[src/rtl/qtimer_pkg.sv]
// Package: shared field positions, register selectors and prescale decode
// for the quad decrementing timer. Assumes 32-bit data words.
package qtimer_pkg;
    localparam int CTL_EN    = 7;
    localparam int CTL_PER   = 6;
    localparam int CTL_PS_HI = 3;
    localparam int CTL_PS_LO = 2;
    localparam int CTL_WIDE  = 1;
    localparam int CTL_ONE   = 0;
    localparam int CTL_W     = 8;
    localparam int PS_W      = 8;

    // Register selector inside one 16-byte group
    localparam logic [1:0] SEL_START  = 2'd0;
    localparam logic [1:0] SEL_COUNT  = 2'd1;
    localparam logic [1:0] SEL_CTL    = 2'd2;
    localparam logic [1:0] SEL_RELOAD = 2'd3;

    // Selector inside the shared group
    localparam logic [1:0] SEL_MASK = 2'd0;
    localparam logic [1:0] SEL_RAW  = 2'd1;
    localparam logic [1:0] SEL_MIS  = 2'd2;
    localparam logic [1:0] SEL_CLR  = 2'd3;

    // Terminal prescale count for a control code (divide = limit + 1)
    function automatic logic [PS_W-1:0] ps_limit(input logic [1:0] code);
        case (code)
            2'b00:   return 8'd0;
            2'b01:   return 8'd15;
            default: return 8'd255;
        endcase
    endfunction
endpackage

[src/rtl/qtimer_prescale.sv]
// Module: per-channel prescaler. Emits a one-cycle tick every (limit+1)
// clocks while run is high. Restart or stop zeroes the phase, so the
// first tick after a restart lands limit+1 clocks later.
module qtimer_prescale #(
    parameter int PS_W = 8
) (
    input  logic            clk,
    input  logic            rst_n,
    input  logic            run,
    input  logic            restart,
    input  logic [PS_W-1:0] limit,
    output logic            tick
);
    logic [PS_W-1:0] phase;

    assign tick = run && !restart && (phase >= limit);

    // Advance the phase counter, wrapping at the terminal count
    always_ff @(posedge clk) begin
        if (!rst_n)                  phase <= '0;
        else if (restart || !run)    phase <= '0;
        else if (phase >= limit)     phase <= '0;
        else                         phase <= phase + 1'b1;
    end
endmodule

[src/rtl/qtimer_channel.sv]
// Module: one decrementing channel with live count, reload value and
// control word. Assumes CNT_W is even; narrow mode uses the low half.
// hit is combinational and marks the tick that takes the count to zero.
module qtimer_channel
    import qtimer_pkg::*;
#(
    parameter int CNT_W = 32
) (
    input  logic             clk,
    input  logic             rst_n,
    input  logic             start_we,
    input  logic             reload_we,
    input  logic             ctl_we,
    input  logic [CNT_W-1:0] wdata,
    output logic [CTL_W-1:0] ctl_q,
    output logic [CNT_W-1:0] count_q,
    output logic [CNT_W-1:0] reload_q,
    output logic             hit
);
    localparam int NARROW_W = CNT_W / 2;

    logic [CTL_W-1:0] ctl;
    logic [CNT_W-1:0] cur, rel, nxt, wmask, cur_m;
    logic             tick;

    assign wmask = ctl[CTL_WIDE] ? {CNT_W{1'b1}}
                                 : {{(CNT_W-NARROW_W){1'b0}}, {NARROW_W{1'b1}}};
    assign cur_m    = cur & wmask;
    assign count_q  = cur_m;
    assign reload_q = rel;
    assign ctl_q    = ctl;

    qtimer_prescale #(.PS_W(PS_W)) u_ps (
        .clk     (clk),
        .rst_n   (rst_n),
        .run     (ctl[CTL_EN]),
        .restart (start_we),
        .limit   (ps_limit(ctl[CTL_PS_HI:CTL_PS_LO])),
        .tick    (tick)
    );

    // Next-count selection: start write, decrement, or zero handling
    always_comb begin
        nxt = cur;
        hit = 1'b0;
        if (start_we) begin
            nxt = wdata;
        end else if (tick) begin
            if (cur_m == '0) begin
                if (ctl[CTL_ONE])      nxt = '0;
                else if (ctl[CTL_PER]) nxt = rel & wmask;
                else                   nxt = wmask;
            end else begin
                nxt = (cur_m - 1'b1) & wmask;
                hit = (cur_m == {{(CNT_W-1){1'b0}}, 1'b1});
            end
        end
    end

    // Live count register
    always_ff @(posedge clk) begin
        if (!rst_n) cur <= '0;
        else        cur <= nxt;
    end

    // Reload value: set by start and reload writes
    always_ff @(posedge clk) begin
        if (!rst_n)                   rel <= '0;
        else if (start_we || reload_we) rel <= wdata;
    end

    // Control word
    always_ff @(posedge clk) begin
        if (!rst_n)      ctl <= '0;
        else if (ctl_we) ctl <= wdata[CTL_W-1:0];
    end
endmodule

[src/rtl/qtimer_irq.sv]
// Module: shared interrupt section. Raw bits are set by channel hits and
// cleared by write-one; a hit in the same cycle wins over the clear.
module qtimer_irq #(
    parameter int NUM_CH = 4
) (
    input  logic              clk,
    input  logic              rst_n,
    input  logic [NUM_CH-1:0] hit,
    input  logic              mask_we,
    input  logic              clr_we,
    input  logic [NUM_CH-1:0] wbits,
    output logic [NUM_CH-1:0] mask_q,
    output logic [NUM_CH-1:0] raw_q,
    output logic              irq
);
    logic [NUM_CH-1:0] clr_bits;

    assign clr_bits = clr_we ? wbits : '0;
    assign irq      = |(raw_q & mask_q);

    // Raw status: clear-by-write, set-by-hit with priority to set
    always_ff @(posedge clk) begin
        if (!rst_n) raw_q <= '0;
        else        raw_q <= (raw_q & ~clr_bits) | hit;
    end

    // Interrupt mask register
    always_ff @(posedge clk) begin
        if (!rst_n)       mask_q <= '0;
        else if (mask_we) mask_q <= wbits;
    end
endmodule

[src/rtl/qtimer_unit.sv]
// Module: top of the quad decrementing timer. Decodes a word index into
// the shared group (index 0..3) and one 4-word group per channel, and
// drives read data combinationally. Assumes NUM_CH <= 15.
module qtimer_unit
    import qtimer_pkg::*;
#(
    parameter int NUM_CH = 4,
    parameter int CNT_W  = 32
) (
    input  logic             clk,
    input  logic             rst_n,
    input  logic             bus_en,
    input  logic             bus_wr,
    input  logic [5:0]       bus_word,
    input  logic [CNT_W-1:0] bus_wdata,
    output logic [CNT_W-1:0] bus_rdata,
    output logic             irq
);
    logic [3:0] grp;
    logic [1:0] sel;
    logic       wr;

    logic [NUM_CH-1:0][CNT_W-1:0] ch_count, ch_reload;
    logic [NUM_CH-1:0][CTL_W-1:0] ch_ctl;
    logic [NUM_CH-1:0]            start_we, reload_we, ctl_we, hit;
    logic [NUM_CH-1:0]            ch_en, ch_one;
    logic [NUM_CH-1:0]            mask_q, raw_q;
    logic                         mask_we, clr_we;

    assign grp     = bus_word[5:2];
    assign sel     = bus_word[1:0];
    assign wr      = bus_en && bus_wr;
    assign mask_we = wr && (grp == 4'd0) && (sel == SEL_MASK);
    assign clr_we  = wr && (grp == 4'd0) && (sel == SEL_CLR);

    for (genvar i = 0; i < NUM_CH; i++) begin : g_ch
        logic hit_grp;
        assign hit_grp      = wr && (grp == 4'(i + 1));
        assign start_we[i]  = hit_grp && (sel == SEL_START);
        assign reload_we[i] = hit_grp && (sel == SEL_RELOAD);
        assign ctl_we[i]    = hit_grp && (sel == SEL_CTL);
        assign ch_en[i]     = ch_ctl[i][CTL_EN];
        assign ch_one[i]    = ch_ctl[i][CTL_ONE];

        qtimer_channel #(.CNT_W(CNT_W)) u_ch (
            .clk       (clk),
            .rst_n     (rst_n),
            .start_we  (start_we[i]),
            .reload_we (reload_we[i]),
            .ctl_we    (ctl_we[i]),
            .wdata     (bus_wdata),
            .ctl_q     (ch_ctl[i]),
            .count_q   (ch_count[i]),
            .reload_q  (ch_reload[i]),
            .hit       (hit[i])
        );
    end

    qtimer_irq #(.NUM_CH(NUM_CH)) u_irq (
        .clk     (clk),
        .rst_n   (rst_n),
        .hit     (hit),
        .mask_we (mask_we),
        .clr_we  (clr_we),
        .wbits   (bus_wdata[NUM_CH-1:0]),
        .mask_q  (mask_q),
        .raw_q   (raw_q),
        .irq     (irq)
    );

    // Read multiplexer over shared and per-channel registers
    always_comb begin
        bus_rdata = '0;
        if (grp == 4'd0) begin
            case (sel)
                SEL_MASK: bus_rdata = {{(CNT_W-NUM_CH){1'b0}}, mask_q};
                SEL_RAW:  bus_rdata = {{(CNT_W-NUM_CH){1'b0}}, raw_q};
                SEL_MIS:  bus_rdata = {{(CNT_W-NUM_CH){1'b0}}, raw_q & mask_q};
                default:  bus_rdata = '0;
            endcase
        end
        for (int i = 0; i < NUM_CH; i++) begin
            if (grp == 4'(i + 1)) begin
                case (sel)
                    SEL_COUNT: bus_rdata = ch_count[i];
                    SEL_CTL:   bus_rdata = {{(CNT_W-CTL_W){1'b0}}, ch_ctl[i]};
                    default:   bus_rdata = ch_reload[i];
                endcase
            end
        end
    end
endmodule

[config.mk]
export PLATFORM = sky130hd
export DESIGN_NAME = qtimer_unit
export DESIGN_NICKNAME = d
export VERILOG_FILES = /design/src/rtl/qtimer_pkg.sv /design/src/rtl/qtimer_prescale.sv /design/src/rtl/qtimer_channel.sv /design/src/rtl/qtimer_irq.sv /design/src/rtl/qtimer_unit.sv
export SDC_FILE = /design/constraint.sdc
export NUM_CORES = 1
export LEC_CHECK = 0
export BUFFER_PORTS_ARGS = -buffer_cell sky130_fd_sc_hd__buf_2
export CAP_MARGIN = 20
export CORE_MARGIN = 5
export CORE_UTILIZATION = 56
export DETAILED_ROUTE_END_ITERATION = 10
export PLACE_DENSITY = 0.73
export SYNTH_ARGS = -nofsm -noshare
export SYNTH_HDL_FRONTEND = slang
export SYNTH_SLANG_ARGS = --single-unit
[constraint.sdc]
create_clock -name clk -period 4.05 [get_ports clk]
set_input_delay 0.2025 -clock clk [delete_from_list [all_inputs] [get_ports clk]]
set_output_delay 0.2025 -clock clk [all_outputs]
set_load 0.005 [all_outputs]
==> impl_metrics.toml <==
[pwr]
powerDensity_nw_per_um2 = 341.7
cellLeakagePower_nw = 8.270
vdd_ir_drop_max_mv = 0.3956

[timing]
relSlewSlack_pct = 23.30
hold_ws_ns = 0.02502
tightestPinTransition_ns = 1.149
rsz0062_at_grt = "no"
period_needed_ns = 3.351
clock_skew_ns = 0.01179
fmaxAchievable_mhz = 298.4
hold_violations = 0
setup_tns_ns = 0
fin_crit_sh_pct = 82.75
setup-violations-final = 0
drv_slew = 0
worst_slack_ns = 0.6988

[clocking]
post_cts_buffers = 0
cts-root-buf = "clkbuf_16"
path_clk_slew_ns = 0.06
cts_sinks = 328
cts.path.max_buffers = 3
htreeDepth = 2
cts_buffers = 39
cts_hold_buf = 3
tritoncts = "built"
clk_latency_ns = 0.57
cts.repair.resized = 0

[synthesis]
syn-num-nets = 2996
synthArstFlopShare_pct = 0
yosysWarnings = 0
ys_ff_latch = 328
synth_cell_types = 76
netlist_instances = 2906
ys.flop_type = "dfxtp_1"
syn_avg_cell_area_um2 = 7.105
ys_seq_area_share_pct = 31.80
netlist_area_um2 = 20650
synth_edf_count = 0

[setup_path]
path_max_fanout = 20
cp-start-kind = "flop"
crit_required_ns = 3.85
arrival_ns = 3.15
endpoint_kind = "output port"
critPathKind = "flop to output port"

[floorplan]
rows = 70
start_util_pct = 56.53
core-area_um2 = 36520
io_pins = 75
die_w_um = 202.0
fp.dieH_um = 202.0
die_area_um2 = 40810

[placement]
pre_cts_slack_ns = 0.8014
portBuffers = 74
gp_congestion = 1.017
hpwl_mm = 59.01

[layout]
layout-drive-gt1-share_pct = 9.275
regArea_um2 = 6566
utilization_pct = 61.91
areaGrowthSynthToFinish_pct = 9.521
n_fill_cell = 3412
multi_input_area_um2 = 12820
nets = 2929

[route]
drc_errors = 0
dr.pass1.iters = 6
routedWlPerCell_um = 25.61
vias_per_cell = 6.932
drt_first_iter_violations = 3410
vias = 23130
postRouteAntennaNets = 0
drt-total-wl_mm = 85.48

[global_route]
antenna_found_initial = 0
grt_max_degree = 116
overflow = 0
grt_pass1_wl_mm = 129.2
grt_use_total_pct = 39.97
grt_pass1_vias = 20970

[run_status]
outcome = "completed"

[min_path]
hp-class = "input pin to flop"

[job]
drv_cap = 0
-- logic make-up after synthesis --
logic type      after synthesis  synth area share, %
xor+xnor                     76                3.224
mux                          30                1.503
fa+ha+maj                    48                2.909
simple gates               1053                23.34
compound gates             1022                30.81
flops                       328                31.80
buf+inv                     349                6.406
-- report_power, final --
group          internal [mW]  switching [mW]  total, mW
sequential              3.24          0.0192       3.26
clock                   2.18            1.50       3.67
combinational          0.219           0.578      0.797
total                   5.63            2.09       7.73
-- through the flow --
stage / cell area [um2] / cells / power (mW)
2_1_floorplan: 20650 / 2906 / 3.771
3_3_place_gp: 21280 / 3262 / 4.078
3_5_place_dp: 21280 / 3262 / 4.084
4_1_cts: 22600 / 3335 / 7.695
5_1_grt: 22610 / 3336 / 7.905
6_report: 22610 / 3337 / 7.727
-- cell usage in the layout, fill, tap and decap left out, types with 23 or more instances in the layout --
cell	count
a211oi_1	27
a22oi_1	66
nand3_1	87
nor2_1	233
nor3_1	66
or4_1	28
o211ai_1	40
inv_1	84
xor2_1	43
xnor2_1	33
buf_2	74
nand2_1	439
clkbuf_16	41
ha_1	46
o21a_1	23
dfxtp_1	328
nor2b_1	29
buf_4	76
nor4_1	37
a21oi_1	393
and3_1	23
a31oi_1	33
o21ai_0	215
-- per-layer routing --
layer | wire length (um) | GRT usage (%) | part of all wire (%)
met1 | 33860 | 55.76 | 40
met2 | 35290 | 57.46 | 41
met3 | 10920 | 8.920 | 13
met4 | 5402 | 21.36 | 6.3
met5 | 0 | 0 | 0
-- worst paths after layout --
| kind | startpoint | to | slack, ns | cells after the start |
|---|---|---|---|---|
| max reg2reg | g_ch[1].u_ch.cur[0] | g_ch[1].u_ch.cur[7] | 0.70 | 10 |
| min | bus_wdata[13] | g_ch[3].u_ch.reload_q[13] | 0.03 | 3 |
| max | g_ch[3].u_ch.ctl_q[1] | bus_rdata[21] | 0.70 | 9 |
| min reg2reg | g_ch[2].u_ch.reload_q[21] | g_ch[2].u_ch.reload_q[21] | 0.46 | 2 |
-- cell type report --
cell class,count,area share (%)
inverter,86,1.450
tap,468,2.590
clock inverter,10,0.5699
clock buffer,60,5.163
multi-input combinational,2229,56.71
timing repair buffer,155,4.471
antenna,1,0.01107
sequential,328,29.04
-- sequential cells by signal, summed over array words and instances (netlist names) --
| register | cells |
|---|---|
| u_irq.raw_q | 4 |
| g_ch.u_ch.ctl_q | 32 |
| u_irq.mask_q | 4 |
| g_ch.u_ch.cur | 128 |
| g_ch.u_ch.reload_q | 128 |
| g_ch.u_ch.u_ps.phase | 32 |
-- synthesized netlist by cell type (33+ instances only) --
cell / instances / area, um2
a31oi_1: 33 / 206.5
xnor2_1: 33 / 289.0
o21ai_0: 216 / 1081
o211ai_1: 40 / 300.3
a22oi_1: 66 / 495.5
clkbuf_1: 244 / 915.9
nor2_1: 239 / 897.1
nand2_1: 439 / 1648
nor4_1: 37 / 231.5
ha_1: 48 / 600.6
dfxtp_1: 328 / 6566
nor3_1: 66 / 330.3
inv_1: 85 / 319.1
nand3_1: 87 / 435.4
xor2_1: 43 / 376.6
a21oi_1: 394 / 1972
-- critical path: stages, from the launching register on --
cell	delay, ns
dfxtp_1	0.84
buf_4	0.32
buf_4	0.19
nand3_1	0.07
a21oi_1	0.36
a21oi_1	0.17
nand2_1	0.09
nand2_1	0.05
a21oi_1	0.29
buf_2	0.18
No activity file was read; power rests on OpenSTA's default activity.
